===== config.mk =====
export PLATFORM = sky130hd
export DESIGN_NAME = pfd_tristate
export DESIGN_NICKNAME = d
export VERILOG_FILES = /design/src/rtl/pfd_pkg.sv /design/src/rtl/pfd_ctrl.sv /design/src/rtl/pfd_datapath.sv /design/src/rtl/pfd_tristate.sv
export SDC_FILE = /design/constraint.sdc
export NUM_CORES = 1
export LEC_CHECK = 0
export BUFFER_PORTS_ARGS = -buffer_cell sky130_fd_sc_hd__buf_2
export CAP_MARGIN = 20
export CORE_AREA = 2 2 39 41
export DETAILED_ROUTE_END_ITERATION = 8
export DIE_AREA = 0 0 41 43
export GPL_TIMING_DRIVEN = 0
export PLACE_DENSITY_LB_ADDON = 0.3
export SLEW_MARGIN = 0
export SYNTH_ARGS = -nofsm -noshare
export SYNTH_HDL_FRONTEND = slang
export SYNTH_HIERARCHICAL = 1
export SYNTH_SLANG_ARGS = --single-unit

===== constraint.sdc =====
create_clock -name clk -period 1.4 [get_ports clk]
set_clock_uncertainty 0.1 [all_clocks]
set_input_delay 0.21 -clock clk [delete_from_list [all_inputs] [get_ports clk]]
set_output_delay 0.21 -clock clk [all_outputs]
set_load 0.01 [all_outputs]

===== src/rtl/pfd_pkg.sv =====
`timescale 1ns/1ps
package pfd_pkg;

  // Strobes from control to datapath, evaluated for the next clock edge.
  typedef struct packed {
    logic setUp;    // reference rise registered
    logic setDn;    // feedback rise registered
    logic clrBoth;  // overlap delay elapsed, clear both flops
    logic hold;     // power-down: keep both flops cleared
  } pfdStrobes_t;

endpackage


===== src/rtl/pfd_ctrl.sv =====
`timescale 1ns/1ps
module pfd_ctrl
  import pfd_pkg::*;
#(
  parameter int RESET_DELAY = 3
) (
  input  logic        clk,
  input  logic        rstN,
  input  logic        clrN,
  input  logic        chipEn,
  input  logic        pwrDownBit,
  input  logic        refIn,
  input  logic        fbIn,
  input  logic        upState,
  input  logic        dnState,
  output pfdStrobes_t strobes,
  output logic        powerDown,
  output logic        divReset
);

  localparam int CNT_W = (RESET_DELAY > 1) ? $clog2(RESET_DELAY) : 1;

  logic refPrev;
  logic fbPrev;
  logic pdPrev;
  logic bothSet;
  logic refRise;
  logic fbRise;
  logic delayDone;

  assign powerDown = ~chipEn | pwrDownBit;
  assign bothSet   = upState & dnState;

  // Edge history follows the inputs even in power-down, so a level that is
  // already high at release is not mistaken for a fresh edge.
  always_ff @(posedge clk or negedge rstN) begin
    if (!rstN) begin
      refPrev <= 1'b1;
      fbPrev  <= 1'b1;
      pdPrev  <= 1'b1;
    end else begin
      refPrev <= refIn;
      fbPrev  <= fbIn;
      pdPrev  <= powerDown;
    end
  end

  assign refRise = refIn & ~refPrev & ~powerDown;
  assign fbRise  = fbIn  & ~fbPrev  & ~powerDown;

  generate
    if (RESET_DELAY <= 1) begin : gen_noCount
      assign delayDone = bothSet;
    end else begin : gen_count
      localparam logic [CNT_W-1:0] LAST = CNT_W'(RESET_DELAY - 1);
      logic [CNT_W-1:0] overlapCnt;

      always_ff @(posedge clk or negedge clrN) begin
        if (!clrN) begin
          overlapCnt <= '0;
        end else if (powerDown || !bothSet || overlapCnt == LAST) begin
          overlapCnt <= '0;
        end else begin
          overlapCnt <= overlapCnt + 1'b1;
        end
      end

      assign delayDone = bothSet & (overlapCnt == LAST);
    end
  endgenerate

  always_comb begin
    strobes.hold    = powerDown;
    strobes.clrBoth = delayDone;
    strobes.setUp   = refRise & ~bothSet;
    strobes.setDn   = fbRise & ~bothSet;
  end

  // Held through power-down and one edge past it; chip enable reaches it
  // without a clock.
  assign divReset = powerDown | pdPrev;

endmodule


===== src/rtl/pfd_datapath.sv =====
`timescale 1ns/1ps
module pfd_datapath
  import pfd_pkg::*;
(
  input  logic        clk,
  input  logic        clrN,
  input  pfdStrobes_t strobes,
  input  logic        powerDown,
  input  logic        polInvert,
  output logic        upState,
  output logic        dnState,
  output logic        pumpUp,
  output logic        pumpDown,
  output logic        hiZ
);

  logic srcCmd;
  logic snkCmd;

  always_ff @(posedge clk or negedge clrN) begin
    if (!clrN) begin
      upState <= 1'b0;
      dnState <= 1'b0;
    end else if (strobes.hold || strobes.clrBoth) begin
      upState <= 1'b0;
      dnState <= 1'b0;
    end else begin
      if (strobes.setUp) upState <= 1'b1;
      if (strobes.setDn) dnState <= 1'b1;
    end
  end

  always_comb begin
    srcCmd   = polInvert ? dnState : upState;
    snkCmd   = polInvert ? upState : dnState;
    pumpUp   = srcCmd & ~powerDown;
    pumpDown = snkCmd & ~powerDown;
    hiZ      = powerDown | ~(srcCmd | snkCmd);
  end

endmodule


===== src/rtl/pfd_tristate.sv =====
`timescale 1ns/1ps
module pfd_tristate
  import pfd_pkg::*;
#(
  parameter int RESET_DELAY = 3
) (
  input  logic clk,
  input  logic rstN,
  input  logic chipEn,
  input  logic pwrDownBit,
  input  logic polInvert,
  input  logic refIn,
  input  logic fbIn,
  output logic pumpUp,
  output logic pumpDown,
  output logic hiZ,
  output logic divReset
);

  pfdStrobes_t strobes;
  logic        powerDown;
  logic        upState;
  logic        dnState;
  logic        clrN;

  // Chip enable joins the detector's asynchronous clear.
  assign clrN = rstN & chipEn;

  pfd_ctrl #(
    .RESET_DELAY(RESET_DELAY)
  ) u_ctrl (
    .clk       (clk),
    .rstN      (rstN),
    .clrN      (clrN),
    .chipEn    (chipEn),
    .pwrDownBit(pwrDownBit),
    .refIn     (refIn),
    .fbIn      (fbIn),
    .upState   (upState),
    .dnState   (dnState),
    .strobes   (strobes),
    .powerDown (powerDown),
    .divReset  (divReset)
  );

  pfd_datapath u_datapath (
    .clk      (clk),
    .clrN     (clrN),
    .strobes  (strobes),
    .powerDown(powerDown),
    .polInvert(polInvert),
    .upState  (upState),
    .dnState  (dnState),
    .pumpUp   (pumpUp),
    .pumpDown (pumpDown),
    .hiZ      (hiZ)
  );

endmodule


* Yosys cells after proc, flatten, opt, wreduce, memory -nomap -nowiden
Cells that the tools add are included.
Operators by class: $add $sub $neg 1, equal/unequal tests 1, multiplexer cells 7, bitwise logic cells 21, reductions and logical operators 6
Operators with widths (number):
- AND 1 bit | 11
- two-way mux 1 bit | 6
- NOT 1 bit | 6
- OR 1 bit | 4
- nonzero test 2 bit | 2
- logical OR 1 bit | 3
- adder 2 x 1 -> 2 bit (second input constant) | 1
- equality test 2 bit (second input constant) | 1
- two-way mux 2 bit | 1
- zero test 1 bit | 1
Storage, ports and cells: flip-flop bits (word level) 7, bits of input ports 7, output and inout bits 4, logic and storage cells 42

* Depth between registers and ports, before layout
depth in word-level cells 7, depth in mapped cells 5, mapped depth without buffers 4

* By module
Netlist, hierarchy kept.
Modules (own cells, without submodules):
- pfd_ctrl | instances 1, cells each 18, area an instance 242.7 um^2, sequential area each 128.9 um^2
- pfd_datapath | instances 1, cells each 11, area an instance 102.6 um^2, sequential area each 50.0 um^2
- pfd_tristate | instances 1, cells each 1, area an instance 6.3 um^2, sequential area each 0.0 um^2

* Worst setup path after synthesis
Ideal clock, no wire load.
path kind reg2reg, from register u_ctrl.gen_count.overlapCnt[0], to register u_datapath.dnState, library setup time 0.086 ns, arrival 0.999 ns, required time 1.214 ns, slack 0.216 ns, cell stages (with the launch flop) 6, path buffers 1, period minus slack after synthesis 1.184 ns, cells stage by stage dfrtp_1 inv_1 ha_1 and3_2 buf_4 nor3_1
On the way: word-level cells in the longest chain between the ends 4, elaborated cells between the ends (all ways) 5, those cells by class eq/ne: 1; mux: 1; bitwise: 1; reduce/logical: 2
RTL lines:
- from (decl) | RTL line pfd_ctrl.sv:56 | logic [CNT_W-1:0] overlapCnt;
- from (signal assigned) | RTL line pfd_ctrl.sv:64 | overlapCnt <= overlapCnt + 1'b1;
- equality test 2 bit (*) | RTL line pfd_ctrl.sv:68 | assign delayDone = bothSet & (overlapCnt == LAST);
- AND 1 bit (*) | RTL line pfd_ctrl.sv:68
- named net u_ctrl.delayDone | RTL line pfd_ctrl.sv:29 | logic delayDone;
- logical OR 1 bit (*) | RTL line pfd_datapath.sv:24 | end else if (strobes.hold || strobes.clrBoth) begin
- two-way mux 1 bit or nonzero test 2 bit (tied branches)
- to (signal assigned) | RTL line pfd_datapath.sv:23 | dnState <= 1'b0;
- to (signal assigned) | RTL line pfd_datapath.sv:26 | dnState <= 1'b0;
- to (signal assigned) | RTL line pfd_datapath.sv:29 | if (strobes.setDn) dnState <= 1'b1;
- to (decl) | RTL line pfd_datapath.sv:11 | output logic dnState,
Mark *: on every way through the listed nets, which the timed path passes. The rest lies on a longest branch. A chain may end at the register's enable or synchronous reset.

* Worst setup path after layout
from register u_datapath.dnState, to output port pumpUp
On the way: word-level cells in the longest chain between the ends 2
RTL lines:
- two-way mux 1 bit | RTL line pfd_datapath.sv:34 | srcCmd = polInvert ? dnState : upState;
- AND 1 bit | RTL line pfd_datapath.sv:36 | pumpUp = srcCmd & ~powerDown;
- to (decl) | RTL line pfd_tristate.sv:14 | output logic pumpUp,
Every way passes these cells.

==> flow_summary_export.csv <==
group,metric,value,unit
hold_path,min_path_cells,2,
clock_network,cts_tree,"yes",
place,dp_hpwl,451,µm
routing,drt-pass1-iter-count,1,
grt,grt_max_degree,11,
finish,nets,57,
clock_network,cts_root_buf,"clkbuf_4",
clock_network,insertion_delay,0.25,ns
flow_run,cap_violations,0,
routing,via_per_inst,4.33,
worst_setup_path,crit_arrival,1.02,ns
logic_synthesis,synth_edf_count,0,
power_and_ir_drop,power_leakage,0.225,nW
sta,setup_viol,0,
finish,drive_above_1_share,54.2,%
grt,grt_pass1_wl,1090,µm
worst_setup_path,worstSetupStartpointType,"flip-flop",
place,routabilityCongestion,0.612,
logic_synthesis,synthTopCellsByCount,"dfrtp_1, nor2_1, dfstp_2",
floorplan,die-area,1760,µm²
run_status,status,"finished clean",
clock_network,cts.path.max_buffers,2,
grt,grt.overflow.total,0,
sta,period_minus_slack,1.33,ns
logic_synthesis,ys_seq_area_share,50.9,%
finish,fin_cells,64,
clock_network,cts_sinks,7,
sta,setup_ws,0.0740,ns
sta,max_slew.worst_pin.slew,0.229,ns
routing,num_vias,277,
place,port_buffers,10,
routing,drt_first_iter_violations,0,
floorplan,die_x,41,µm
place,pre_cts_ws,0.161,ns
floorplan,rows,14,
worst_setup_path,cp.required,1.09,ns
power_and_ir_drop,fin_total_pwr,0.435,mW
logic_synthesis,synth_cell_type_count,17,
worst_setup_path,cp_max_fo,7,
clock_network,h-tree-depth,1,
place,dp_cells,56,
sta,setup-tns-final,0,ns
grt,antenna_found_initial,0,
logic_synthesis,yosysWarnings,6,
logic_synthesis,synth.avg_cell_area,11.7,µm²
grt,gr-usage-all-layers,9.15,%
finish,syn_to_final_growth,39.9,%
sta,maxSlewHeadroom,84.6,%
routing,drc,0,
logic_synthesis,ys_seq_elements,7,
power_and_ir_drop,p_per_area,884,nW/µm²
floorplan,start_util,25.4,%
worst_setup_path,endpoint_kind,"output port",
worst_setup_path,ff2ff_path_depth,5,
finish,n_antenna_cell,0,
logic_synthesis,ys_dominant_reg_cell,"dfrtp_1",
routing,ant_nets,0,
routing,wl_per_cell,9.27,µm
logic_synthesis,async_reset_ff_share,100,%
sta,post-route-period-util,94.7,%
logic_synthesis,synth_top_area_share,28.5,%
floorplan,core_area,1380,µm²
sta,slew_viol_final,0,
sta,hold_violations,0,
logic_synthesis,synthTopCellsByArea,"dfrtp_1, dfstp_2, nor4b_2, mux2i_1, buf_4",
sta,rsz0062_at_grt,"false",
logic_synthesis,synth_area,352,µm²
clock_network,cts_buffers,3,
worst_setup_path,reg2reg_slack,0.14,ns
floorplan,die_h,43,µm
finish,fillers,139,
hold_path,hold_path_class,"input pin to flip-flop",
clock_network,path_clk_slew,0.05,ns
logic_synthesis,synth_top_cell_by_area,"dfrtp_1",
worst_setup_path,worstSetupPathType,"flip-flop to output port",
logic_synthesis,netlist_instances,30,
floorplan,ios,11,
routing,wl,593,µm
power_and_ir_drop,ir_drop,0.539,mV
logic_synthesis,synth_fp_nets,38,
sta,max_freq,0.754,GHz
grt,grt_pass1_vias,295,
==> layer usage <==
metal / track usage (%) / routed length, µm / vias to the layer above
li1: - / - / 139
met1: 10.4 / 254 / 134
met2: 14.7 / 323 / 4
met3: 1.57 / 15 / 0
met4: 6.00 / 0 / 0
met5: 0 / 0 / -
==> through the flow <==
stage	hold WS [ns]	cell area [µm²]	utilization, %
after floorplan	-0.0538	352	-
after CTS	0.0839	489	35.4
after global routing	0.111	492	35.5
after global placement	0.0910	422	30.5
final	0.0912	492	35.5
after detailed placement	0.0952	422	30.5
==> area by class of cell <==
cell class	instances	area (µm²)	share of cell area, %
plain buffers	2	15.0	3.05
clock buffers	3	22.5	4.58
clock inverters	1	5.00	1.02
inverters	1	3.75	0.763
multi-input cells	20	154	31.3
flip-flops and latches	7	181	36.9
well taps	16	20.0	4.07
repair buffers	14	90.1	18.3
==> layout by cell type, fill, tap and decap left out <==
cell	count
and2_1	1
and2_4	1
and3_2	1
buf_2	10
buf_4	2
clkbuf_4	3
clkinv_2	1
dfrtp_1	2
dfrtp_2	2
dfstp_2	3
dlygate4sd3_1	4
ha_1	1
inv_1	1
mux2i_1	2
nand2_1	1
nand2b_4	1
nor2_1	4
nor3_1	2
nor4_1	2
nor4b_2	2
o21bai_1	1
or2_1	1
==> power breakdown <==
group          switching (mW)  leakage [nW]  total (mW)  internal (mW)
clock network          0.0749        0.0177       0.179          0.104
logic                  0.0174         0.124      0.0415         0.0241
registers             0.00284        0.0835       0.214          0.211
==> final timing paths <==
check                                                  to                      startpoint
max                                                pumpUp              u_datapath/dnState
min                                         u_ctrl/pdPrev                          chipEn
max reg2reg                            u_datapath/dnState  u_ctrl/gen_count.overlapCnt[0]
min reg2reg                u_ctrl/gen_count.overlapCnt[0]  u_ctrl/gen_count.overlapCnt[0]
max in group asynchronous              u_datapath/dnState                            rstN
min in group asynchronous  u_ctrl/gen_count.overlapCnt[1]                          chipEn
==> cells by family (layout without fill, tap and decap cells) <==
group / after synthesis / after routing / share of synthesized area [%]
adders and majority gates: 1 / 1 / 3.56
DFF: 7 / 7 / 50.9
muxes: 2 / 2 / 5.69
AOI/OAI and AO/OA: 1 / 1 / 2.14
and+or+nand+nor: 16 / 16 / 32.4
buffers and inverters: 3 / 21 / 5.34
==> what timing repair did <==
item | CTS | global route
hold buffers | 4 | 0
buffers inserted | 0 | 0
endpoints found under the hold margin | 9 | 0
endpoints found under the setup margin | 0 | 1
gates resized for setup | 0 | 2
==> worst max-delay path, stage by stage (launching register included) <==
cell and delay [ns]:
dfrtp_2 0.44, mux2i_1 0.14, nor2_1 0.06, buf_2 0.13
==> flip-flops by register name (all words and copies together), names as in the netlist <==
register and count:
u_ctrl/gen_count.overlapCnt 2, u_ctrl/fbPrev 1, u_ctrl/pdPrev 1, u_ctrl/refPrev 1
u_datapath/dnState 1, u_datapath/upState 1
(Power assumes the default switching activity.)
